**src/rtl/bufptr_pkg.sv**
```systemverilog
package bufptr_pkg;

    typedef enum logic [1:0] {
        ST_IDLE    = 2'd0,
        ST_FETCH   = 2'd1,
        ST_CAPTURE = 2'd2
    } seq_state_t;

    localparam int REG_AW = 3;

    localparam logic [REG_AW-1:0] OFS_PTR_HI = 3'h2;
    localparam logic [REG_AW-1:0] OFS_PTR_LO = 3'h3;
    localparam logic [REG_AW-1:0] OFS_DATA   = 3'h4;

endpackage

```
**src/rtl/bufptr_counter.sv**
```systemverilog
module bufptr_counter #(
    parameter int ADDR_W = 11,
    localparam int HI_W  = ADDR_W - 8
) (
    input  logic              clk,
    input  logic              rst_n,
    input  logic              hi_we,
    input  logic [HI_W-1:0]   hi_bits,
    input  logic              new_rd,
    input  logic              new_inc,
    input  logic              lo_we,
    input  logic [7:0]        lo_bits,
    input  logic              step,
    output logic [ADDR_W-1:0] ptr,
    output logic              mode_rd,
    output logic              mode_inc
);

    always_ff @(posedge clk or negedge rst_n) begin
        if (!rst_n) begin
            ptr      <= '0;
            mode_rd  <= 1'b0;
            mode_inc <= 1'b0;
        end else if (hi_we) begin
            ptr[ADDR_W-1:8] <= hi_bits;
            mode_rd         <= new_rd;
            mode_inc        <= new_inc;
        end else if (lo_we) begin
            ptr[7:0] <= lo_bits;
        end else if (step) begin
            ptr <= ptr + 1'b1;
        end
    end

endmodule

```
**src/rtl/bufptr_seq.sv**
```systemverilog
module bufptr_seq
    import bufptr_pkg::*;
(
    input  logic       clk,
    input  logic       rst_n,
    input  logic       lo_we,
    input  logic       data_rd,
    input  logic       data_wr,
    input  logic       mode_rd,
    input  logic       mode_inc,
    output seq_state_t state,
    output logic       step,
    output logic       ram_rd,
    output logic       ram_we,
    output logic       cap
);

    seq_state_t state_nx;
    logic       rd_go;
    logic       wr_go;
    logic       load_go;

    always_comb begin
        rd_go   = (state == ST_IDLE) && data_rd && mode_rd;
        wr_go   = (state == ST_IDLE) && data_wr && !mode_rd;
        load_go = lo_we && mode_rd;
    end

    always_ff @(posedge clk or negedge rst_n) begin
        if (!rst_n) state <= ST_IDLE;
        else        state <= state_nx;
    end

    always_comb begin
        state_nx = state;
        unique case (state)
            ST_IDLE:    if (load_go || rd_go) state_nx = ST_FETCH;
            ST_FETCH:   state_nx = load_go ? ST_FETCH : ST_CAPTURE;
            ST_CAPTURE: state_nx = load_go ? ST_FETCH : ST_IDLE;
            default:    state_nx = ST_IDLE;
        endcase
    end

    always_comb begin
        step   = (rd_go || wr_go) && mode_inc;
        ram_we = wr_go;
        ram_rd = (state == ST_FETCH);
        cap    = (state == ST_CAPTURE);
    end

endmodule

```
**src/rtl/bufptr_access.sv**
```systemverilog
module bufptr_access
    import bufptr_pkg::*;
#(
    parameter int ADDR_W = 11,
    parameter int DATA_W = 8
) (
    input  logic              clk,
    input  logic              rst_n,
    input  logic [2:0]        host_addr,
    input  logic              host_wr,
    input  logic              host_rd,
    input  logic [7:0]        host_wdata,
    output logic [7:0]        host_rdata,
    output logic [ADDR_W-1:0] ram_addr,
    output logic              ram_rd,
    output logic              ram_we,
    output logic [DATA_W-1:0] ram_wdata,
    input  logic [DATA_W-1:0] ram_rdata
);

    localparam int HI_W  = ADDR_W - 8;
    localparam int PAD_W = 6 - HI_W;

    logic [ADDR_W-1:0] ptr_q;
    logic              mode_rd;
    logic              mode_inc;
    logic [DATA_W-1:0] data_q;
    logic              hi_we;
    logic              lo_we;
    logic              data_rd;
    logic              data_wr;
    logic              step;
    logic              cap;
    seq_state_t        seq_state;

    always_comb begin
        hi_we   = host_wr && (host_addr == OFS_PTR_HI);
        lo_we   = host_wr && (host_addr == OFS_PTR_LO);
        data_wr = host_wr && (host_addr == OFS_DATA);
        data_rd = host_rd && (host_addr == OFS_DATA);
    end

    bufptr_counter #(.ADDR_W(ADDR_W)) u_ctr (
        .clk      (clk),
        .rst_n    (rst_n),
        .hi_we    (hi_we),
        .hi_bits  (host_wdata[HI_W-1:0]),
        .new_rd   (host_wdata[7]),
        .new_inc  (host_wdata[6]),
        .lo_we    (lo_we),
        .lo_bits  (host_wdata),
        .step     (step),
        .ptr      (ptr_q),
        .mode_rd  (mode_rd),
        .mode_inc (mode_inc)
    );

    bufptr_seq u_seq (
        .clk      (clk),
        .rst_n    (rst_n),
        .lo_we    (lo_we),
        .data_rd  (data_rd),
        .data_wr  (data_wr),
        .mode_rd  (mode_rd),
        .mode_inc (mode_inc),
        .state    (seq_state),
        .step     (step),
        .ram_rd   (ram_rd),
        .ram_we   (ram_we),
        .cap      (cap)
    );

    always_ff @(posedge clk or negedge rst_n) begin
        if (!rst_n)   data_q <= '0;
        else if (cap) data_q <= ram_rdata;
    end

    always_comb begin
        ram_addr  = ptr_q;
        ram_wdata = host_wdata[DATA_W-1:0];
        unique case (host_addr)
            OFS_PTR_HI: host_rdata = {mode_rd, mode_inc, {PAD_W{1'b0}}, ptr_q[ADDR_W-1:8]};
            OFS_PTR_LO: host_rdata = ptr_q[7:0];
            OFS_DATA:   host_rdata = data_q;
            default:    host_rdata = '0;
        endcase
    end

endmodule

```
**config.mk**
```make
export PLATFORM = sky130hd
export DESIGN_NAME = bufptr_access
export DESIGN_NICKNAME = d
export VERILOG_FILES = /design/src/rtl/bufptr_pkg.sv /design/src/rtl/bufptr_counter.sv /design/src/rtl/bufptr_seq.sv /design/src/rtl/bufptr_access.sv
export SDC_FILE = /design/constraint.sdc
export NUM_CORES = 1
export LEC_CHECK = 0
export BUFFER_PORTS_ARGS = -buffer_cell sky130_fd_sc_hd__buf_2
export CAP_MARGIN = 20
export CORE_MARGIN = 2
export CORE_UTILIZATION = 53
export CTS_CLUSTER_DIAMETER = 80
export DETAILED_ROUTE_END_ITERATION = 8
export GPL_ROUTABILITY_DRIVEN = 0
export PLACE_DENSITY = 0.88
export SYNTH_ARGS = -nofsm -noshare
export SYNTH_HDL_FRONTEND = slang
export SYNTH_HIERARCHICAL = 1
export SYNTH_SLANG_ARGS = --single-unit
export TNS_END_PERCENT = 100
```
**constraint.sdc**
```tcl
create_clock -name clk -period 3.36 [get_ports clk]
set_clock_uncertainty 0.2 [all_clocks]
set_input_delay 0.672 -clock clk [delete_from_list [all_inputs] [get_ports clk]]
set_output_delay 0.672 -clock clk [all_outputs]
set_load 0.01 [all_outputs]
```
# Word level (Yosys, flattened, before mapping)
# Index checks and enable logic that the tools add are counted.
# W data, S select, Z words.
dict set report classes {
  addsub 1
  n_bitwise 1
  n_eq_ne 7
  n_reduce_logical 18
  muxes 9
}
# op n
set op_table {}
lappend op_table {{$pmux W8 S3} 1}
lappend op_table {{$add A11 B1 Y11 const B} 1}
lappend op_table {{$mux W11} 1}
lappend op_table {{$logic_and A1 B1 Y1} 10}
lappend op_table {{$mux W8} 1}
lappend op_table {{$eq A3 B2 Y1 const B} 2}
lappend op_table {{$mux W3} 2}
lappend op_table {{$pmux W2 S3} 1}
lappend op_table {{$mux W2} 2}
lappend op_table {{$ne A2 B2 Y1 const B} 2}
lappend op_table {{$reduce_and A2 Y1} 2}
lappend op_table {{$reduce_bool A2 Y1} 2}
lappend op_table {{$eq A3 B3 Y1 const B} 1}
lappend op_table {{$eq A2 B1 Y1 const B} 1}
lappend op_table {{$eq A2 B2 Y1 const B} 1}
lappend op_table {{$logic_not A2 Y1} 1}
lappend op_table {{$logic_or A1 B1 Y1} 2}
lappend op_table {{$logic_not A1 Y1} 1}
lappend op_table {{$mux W1} 1}
lappend op_table {{$not A1 Y1} 1}
dict set report totals {
  inputBits 23
  out_inout_bits 29
  ff_bits 23
  word_cells 42
}

# Depth between registers and ports, before layout
# Gate-level depths: netlist (run 1).
dict set report logic_depth {
  ltp_word 9
  mapped_depth 9
}

# Modules after synthesis
# The synthesis (run 1) kept the hierarchy.
# module cells_each area_each_um2 instances
set modules_own_cells {}
lappend modules_own_cells {bufptr_counter 80 779.5 1}
lappend modules_own_cells {bufptr_access 46 548.0 1}
lappend modules_own_cells {bufptr_seq 11 131.4 1}

# Worst setup path after synthesis (run 1)
# Ideal clock, no wire load.
dict set report synth_path {
  path_kind {in2reg}
  startpoint {in host_addr[0]}
  endpoint {reg u_ctr.ptr[5]}
  path_slack_ns 0.598
  stages 9
  t_arrival_ns 2.421
  n_path_buf 1
  required_time_ns 3.019
  setup_ns 0.141
  cell_sequence {buf_6 nor3b_4 and2_1 mux2i_1 nor4b_2 nand4_1 o31ai_1 o311a_1 a221oi_2}
}
dict set report synth_via {
  elab_chain_len 8
  word_cells_on_any_way 17
  classes_between {3 x eq/ne; 1 x mux; 1 x bitwise; 12 x reduce/logical}
}
# item line
set synth_lines {}
lappend synth_lines {{start: declaration} bufptr_access.sv:9} ;# input logic [2:0] host_addr,
lappend synth_lines {{$eq A3 B3 Y1} bufptr_access.sv:40} ;# data_rd = host_rd && (host_addr == OFS_DATA);
lappend synth_lines {{$logic_and A1 B1 Y1} bufptr_access.sv:40}
lappend synth_lines {{named net data_rd} bufptr_access.sv:30} ;# logic data_rd;
lappend synth_lines {{$logic_and A1 B1 Y1 (2 in series)} bufptr_seq.sv:24} ;# rd_go = (state == ST_IDLE) && data_rd && mode_rd;
lappend synth_lines {{$logic_or A1 B1 Y1} bufptr_seq.sv:45} ;# step = (rd_go || wr_go) && mode_inc;
lappend synth_lines {{$logic_and A1 B1 Y1} bufptr_seq.sv:45}
lappend synth_lines {{named net step} bufptr_access.sv:32} ;# logic step;
lappend synth_lines {{$reduce_bool A2 Y1 (no line)} n/a}
lappend synth_lines {{$reduce_and A2 Y1 (no line)} n/a}
lappend synth_lines {{end signal: indexed assignment} bufptr_counter.sv:25} ;# ptr[ADDR_W-1:8] <= hi_bits;
lappend synth_lines {{end signal: assignment} bufptr_counter.sv:29} ;# ptr[7:0] <= lo_bits;
lappend synth_lines {{end signal: assignment} bufptr_counter.sv:31} ;# ptr <= ptr + 1'b1;
lappend synth_lines {{end: declaration} bufptr_counter.sv:14} ;# output logic [ADDR_W-1:0] ptr,
# The timed path passes the listed nets, and every way through them passes these cells.
# A chain may end at the register's enable or synchronous reset.

# Worst setup path after layout (run 1)
dict set report layout_path {
  startpoint {in host_addr[0]}
  endpoint {out ram_we}
}
dict set report layout_via {
  elab_chain_len 4
}
# item line
set layout_lines {}
lappend layout_lines {{$eq A3 B3 Y1} bufptr_access.sv:39} ;# data_wr = host_wr && (host_addr == OFS_DATA);
lappend layout_lines {{$logic_and A1 B1 Y1} bufptr_access.sv:39}
lappend layout_lines {{named net data_wr} bufptr_access.sv:31} ;# logic data_wr;
lappend layout_lines {{$logic_and A1 B1 Y1 (2 in series)} bufptr_seq.sv:25} ;# wr_go = (state == ST_IDLE) && data_wr && !mode_rd;
lappend layout_lines {{end: declaration} bufptr_access.sv:16} ;# output logic ram_we,
# The timed path passes the listed nets, and every way through them passes these cells.

==> impl_metrics.toml, run 1 <==
[synthesis]
synth_area_mm2 = 0.001459
synth_edf_count = 0
ys_ff_latch = 23
synth_cell_type_count = 43
ys_warn_count = 6
synth.avg_cell_area_um2 = 10.65
synth-async-reset-ratio_pct = 100.0
syn_inst = 137
syn_nets = 161
seq_area_frac_synth_pct = 39.45
ys.flop_type = "dfrtp_1"

[worst_setup_path]
end_kind = "output port"
worstPathMaxFanout = 8
ff2ff_path_depth = 7
startpoint_type = "primary input"
r2r-start = "u_ctr/mode_rd"
critPathKind = "in2out"
critical_path_required_ns = 2.49
reg2reg_to = "u_ctr/ptr[5]"
critical_path_arrival_ns = 1.68
r2r_slack_ns = 1.29
critPathLaunch = "host_addr[0]"
crit_end = "ram_we"

[outcome]
status = "finished clean"

[power]
clkPwrFrac_pct = 13.9
ir_drop_v = 0.0003319
p_comb_share_pct = 33.3
switching_power_mw = 0.3245
p_int_mw = 0.5599
switching_share_pct = 36.69
p_leak_nw = 0.8259
pwr-share-seq_pct = 52.9
power.density_mw_per_mm2 = 517.8

[sta]
worstMarginPinSlew_ns = 0.6428
timing.hold.ws_ns = 0.1264
fmax_mhz = 391.5
hold_viol_final = 0
slew_viol_final = 0
period_share_pct = 76.03
min_period_ns = 2.555
slew_headroom_pct = 56.96
rsz0062_at_grt = "no"
setup-tns-final_ns = 0
setup_viol = 0

[placed_design]
dp_hpwl_um = 2594
placed_area_mm2 = 0.001682
place.port_buffers = 51

[global_routing]
grt_pass1_vias = 1259
grt_usage_pct = 22.68
grt_pass1_wl_um = 5809
overflow = 0
antenna_found_initial = 0
grt_max_degree = 24

[clock_network]
cts_made_buffers = 3
cts_hold_buf = 0
cts_resized = 0
clk_latency_ns = 0.29
clock-root-buffer = "clkbuf_4"
cts_buffer_depth = 2
cts_htree_levels = 1
clock_sinks = 23
cts_tree = "done"
clk_pin_slew_worst_paths_ns = 0.12
cts_setup_buffers = 0

[floorplan]
fp.dieArea_mm2 = 0.003188
fp-row-count = 19
core_area_mm2 = 0.002686
ios = 52
die_h_um = 56.47
die_x_um = 56.47
start_util_pct = 54.31

[route]
drt_pass1_iterations = 4
viasPerCell = 5.893
wirelength_um = 3413
drcViolationCount = 0
ant_nets = 0
post_drt_wl_per_cell_um = 15.95
num_vias = 1261
drt-initial-drc-count = 48

[final_layout]
final_nets = 208
syn_to_final_growth_pct = 17.07
drive_gt1_share_pct = 43.72
finalInstanceArea_mm2 = 0.001708
fillers = 217
num_antenna_cells = 0

[run]
drv_cap = 0

[min_path]
hold_class = "in2async"
## cell type report
type                            count  area, um2  share of cell area, %
Clock buffer                        4      26.28                  1.538
Inverter                            5      18.77                  1.099
Multi-Input combinational cell     95      755.7                  44.25
Sequential cell                    23      575.6                  33.70
Tap cell                           31      38.79                  2.271
Timing Repair Buffer               56      292.8                  17.14
## Yosys cell counts (2+ instances only)
cell type	n	share of area, %
nor3b_1	2	1.0
xor2_1	3	1.8
buf_4	9	4.6
buf_6	2	1.5
and2b_2	2	1.2
nand2_1	8	2.1
o21ai_1	3	1.0
a221oi_2	2	2.1
and2_1	4	1.7
nand4_1	4	1.7
o2bb2ai_1	5	3.0
buf_2	2	0.69
mux2i_1	9	6.2
nor3_1	2	0.69
nor2_1	5	1.3
dfrtp_1	23	39
mux2_2	10	7.7
a22o_1	3	1.8
a21oi_1	4	1.4
inv_1	5	1.3
o21ai_0	5	1.7
a21boi_0	2	1.0
a22oi_1	3	1.5
## kinds of logic after synthesis
logic type / Yosys count / synth area share (%)
XOR/XNOR: 3 / 1.801
AND/OR/NAND/NOR: 38 / 17.24
multiplexers: 19 / 13.89
adder cells (fa/ha/maj): 1 / 0.8575
AO/OA/AOI/OAI: 34 / 17.67
flip-flops: 23 / 39.45
buffers and inverters: 19 / 9.090
## flip-flops by register name, indices dropped and copies added, names as in the netlist
register	count
u_seq/state	2
u_ctr/mode_inc	1
u_ctr/mode_rd	1
data_q	8
u_ctr/ptr	11
## worst min path at each step
stage	start	end	slack, ns
after CTS	rst_n	data_q[0]	0.14
after floorplan	rst_n	data_q[0]	0.18
final	rst_n	u_ctr/ptr[1]	0.13
after global routing	rst_n	u_ctr/ptr[1]	0.14
after global placement	data_q[4]	data_q[4]	0.29
after detailed placement	data_q[1]	data_q[1]	0.30
## power groups by stage
| stage | Combinational (mW) | Sequential, mW | Clock (mW) |
|---|---|---|---|
| after floorplan | 0.182 | 0.456 | 0 |
| after global placement | 0.278 | 0.465 | 0 |
| after detailed placement | 0.294 | 0.471 | 0 |
| after CTS | 0.296 | 0.466 | 0.127 |
| after global routing | 0.324 | 0.482 | 0.143 |
| final | 0.294 | 0.468 | 0.123 |
## metrics by stage
| step | std cells | util (%) | setup WS (ns) | total power, mW |
|---|---|---|---|---|
| floorplan | 137 | - | 0.5976 | 0.6379 |
| CTS | 214 | 63.58 | 0.7775 | 0.8892 |
| finish | 214 | 63.58 | 0.8055 | 0.8844 |
| global placement | 210 | 62.60 | 0.7113 | 0.7423 |
| detailed placement | 210 | 62.60 | 0.5886 | 0.7658 |
| global route | 214 | 63.58 | 0.7078 | 0.9495 |
## critical path, cell delays in order
cell     delay [ns]
buf_2          0.18
nor3b_4        0.23
and2_1         0.17
nor4b_1        0.24
buf_2          0.19
## layer usage
layer | track usage (%) | share of wire [%]
met2 | 39.04 | 52
met1 | 31.33 | 43
met5 | 0 | 0
met3 | 3.456 | 4.7
met4 | 2.381 | 0.23
## layout by cell type (no fill, tap or decap), types with 2 or more instances in the layout
cell,count
mux2_2,10
and2_1,4
nand4_1,4
o21ai_1,3
a22oi_1,3
and2b_2,2
buf_2,51
a21oi_1,4
mux2i_1,9
a22o_1,3
nor3_1,2
dfrtp_1,23
a221oi_2,2
clkbuf_4,3
o21ai_0,5
a21boi_0,2
xor2_1,3
nand2_1,8
inv_1,5
buf_4,5
o2bb2ai_1,5
nor2_1,5
(Power assumes the default switching activity.)
==> run 2, diff against run 1 <==
--- a/config.mk
+++ b/config.mk
@@ -5,14 +5,15 @@
 export SDC_FILE = /design/constraint.sdc
 export NUM_CORES = 1
 export LEC_CHECK = 0
+export ABC_AREA = 1
 export BUFFER_PORTS_ARGS = -buffer_cell sky130_fd_sc_hd__buf_2
 export CAP_MARGIN = 20
 export CORE_MARGIN = 2
-export CORE_UTILIZATION = 53
+export CORE_UTILIZATION = 50
 export CTS_CLUSTER_DIAMETER = 80
 export DETAILED_ROUTE_END_ITERATION = 8
 export GPL_ROUTABILITY_DRIVEN = 0
-export PLACE_DENSITY = 0.88
+export PLACE_DENSITY = 0.83
 export SYNTH_ARGS = -nofsm -noshare
 export SYNTH_HDL_FRONTEND = slang
 export SYNTH_HIERARCHICAL = 1
==> constraint.sdc (replaced) <==
create_clock -name clk -period 2.65 [get_ports clk]
set_clock_uncertainty 0.2 [all_clocks]
set_input_delay 0.53 -clock clk [delete_from_list [all_inputs] [get_ports clk]]
set_output_delay 0.53 -clock clk [all_outputs]
set_load 0.01 [all_outputs]
==> run 2 against run 1 <==
  * Sequential cell count unchanged
  * Final area increased by 7.2%
  * Synthesized area increased by 8.1%
  * Core utilization decreased by 3.1 points
  * Sequential share of layout area decreased by 2.3 points
  * Non-clock buffer count decreased by 2
  * Critical path depth increased by 4
  * Wire length increased by 14%
  * Clock-buffer cell count unchanged
==> impl_metrics.toml, run 2 <==
[floorplan]
die_x_um = 60.18
die_h_um = 60.18
start_util_pct = 52.11
fp-row-count = 20
fp.dieArea_mm2 = 0.003621
core_area_mm2 = 0.003028
ios = 52

[global_routing]
grt_pass1_vias = 1473
grt_usage_pct = 23.06
grt_max_degree = 24
antenna_found_initial = 0
overflow = 0
grt_pass1_wl_um = 6354

[synthesis]
yosysTopAreaCell = "dfrtp_1"
syn_nets = 260
syn_inst = 236
seq_area_frac_synth_pct = 36.48
ys_ff_latch = 23
yosysTopAreaCellShare_pct = 36.48
synth_edf_count = 0
ys.flop_type = "dfrtp_1"
synth_cell_type_count = 23
ys_warn_count = 6
synth-async-reset-ratio_pct = 100.0
synth.area.top_cells = "dfrtp_1 (36%), nand2_1 (14%), inv_1 (8.6%), nand3_1 (8.2%), o21ai_0 (6.7%)"
ys_top_cells_by_count = "nand2_1 (58), inv_1 (36), nand3_1 (26), dfrtp_1 (23), o21ai_0 (21)"
synth.avg_cell_area_um2 = 6.685
synth_area_mm2 = 0.001578
synth_most_common_cell = "nand2_1"

[clock_network]
cts_hold_buf = 1
clock-root-buffer = "clkbuf_4"
cts_setup_buffers = 0
clk_pin_slew_worst_paths_ns = 0.13
clock_sinks = 23
cts_buffer_depth = 2
cts_htree_levels = 1
cts_tree = "done"
cts_resized = 0
clk_latency_ns = 0.31
cts_made_buffers = 3

[route]
drt-initial-drc-count = 53
drt_pass1_iterations = 5
wirelength_um = 3907
num_vias = 1645
post_drt_wl_per_cell_um = 12.10
drcViolationCount = 0
ant_nets = 0
viasPerCell = 5.093

[final_layout]
fin_cells = 323
largest_register = "u_ctr/ptr"
largest_reg_flops = 11
syn_to_final_growth_pct = 16.02
largest_registers = "u_ctr/ptr (11), data_q (8), u_seq/state (2)"
layout_common_cells = "nand2_1 (58), buf_2 (51), inv_1 (36)"
final_nets = 304
drive_gt1_share_pct = 24.37
num_antenna_cells = 0
final_common_cell = "nand2_1"

[sta]
setup_viol = 0
min_period_ns = 2.255
worstMarginPinSlew_ns = 0.7733
period_share_pct = 85.08
fmax_mhz = 443.5
slew_viol_final = 0
setup-tns-final_ns = 0
slew_headroom_pct = 48.25
hold_viol_final = 0
rsz0062_at_grt = "no"

[placed_design]
placedCellCount = 318
place.port_buffers = 51
dp_hpwl_um = 2945

[min_path]
hold_class = "in2reg"

[worst_setup_path]
startpoint_type = "primary input"
critPathKind = "in2out"
path_cells = "buf_2 > nor2_4 > nand2_2 > nor2_1 > inv_1 > nor2_1 > nand2_1 > inv_1 > buf_2"
critical_path_arrival_ns = 1.52
critical_path_required_ns = 1.92
end_kind = "output port"
cp_slowest_stage_delay_ns = 0.20
worstPathMaxFanout = 16
critPathSlowestCell = "buf_2"
r2r_slack_ns = 0.86

[power]
power.density_mw_per_mm2 = 644.9
p_leak_nw = 1.018
ir_drop_v = 0.0002445

[outcome]
status = "finished clean"

[run]
drv_cap = 0
run 2: report_power, final:
group / switching, mW / internal, mW / total, mW / leakage (nW)
clock: 0.109 / 0.0587 / 0.167 / 0.0150
sequential: 0.127 / 0.464 / 0.591 / 0.283
combinational: 0.253 / 0.169 / 0.422 / 0.721
run 2: critical path, delay by kind of cell:
| kind | cells | cell delay (ns) |
|---|---|---|
| simple gates | 5 | 0.58 |
| buf+inv | 4 | 0.43 |
run 2: worst paths after layout:
kind                           startpoint             end  depth (start not counted)
setup / recovery             host_addr[1]          ram_we                          9
setup reg to reg            u_ctr/mode_rd    u_ctr/ptr[3]                          8
max in group asynchronous           rst_n    u_ctr/ptr[1]                          2
hold reg to reg            u_seq/state[1]  u_seq/state[1]                          1
min in group asynchronous           rst_n   u_ctr/ptr[10]                          2
hold / removal               ram_rdata[2]       data_q[2]                          3
run 2: final cells by class:
class | instances | area [um2]
Timing Repair Buffer | 54 | 280.3
Fill cell | 313 | 1197
Multi-Input combinational cell | 158 | 743.2
Sequential cell | 23 | 575.6
Inverter | 40 | 150.1
Tap cell | 44 | 55.05
Clock buffer | 4 | 26.28
run 2: routing by layer:
layer  wire length (um)  up-vias  track usage [%]
li1                   -      832                -
met1               1741      743            30.23
met2               1894       66            38.98
met3                236        4            2.597
met4                 34        0            8.254
met5                  0        -                0
run 2: through the flow:
stage / power (mW) / instance area [um2] / util, % / hold slack (ns) / setup slack (ns)
6_report: 1.180 / 1831 / 60.45 / 0.2211 / 0.3953
5_1_grt: 1.277 / 1831 / 60.45 / 0.2218 / 0.2761
4_1_cts: 1.181 / 1831 / 60.45 / 0.2193 / 0.4126
3_5_place_dp: 1.015 / 1794 / 59.26 / 0.3004 / 0.2545
3_3_place_gp: 1.001 / 1794 / 59.26 / 0.2906 / 0.2696
2_1_floorplan: 0.8444 / 1578 / - / 0.03441 / 0.5694
run 2: cells by family (layout without fill, tap and decap cells):
family | Yosys count | count (layout) | share of synthesized area [%]
compound gates | 32 | 32 | 11.02
flops | 23 | 23 | 36.48
buf+inv | 55 | 98 | 16.42
fa+ha+maj | 1 | 1 | 0.7929
simple gates | 125 | 125 | 35.29
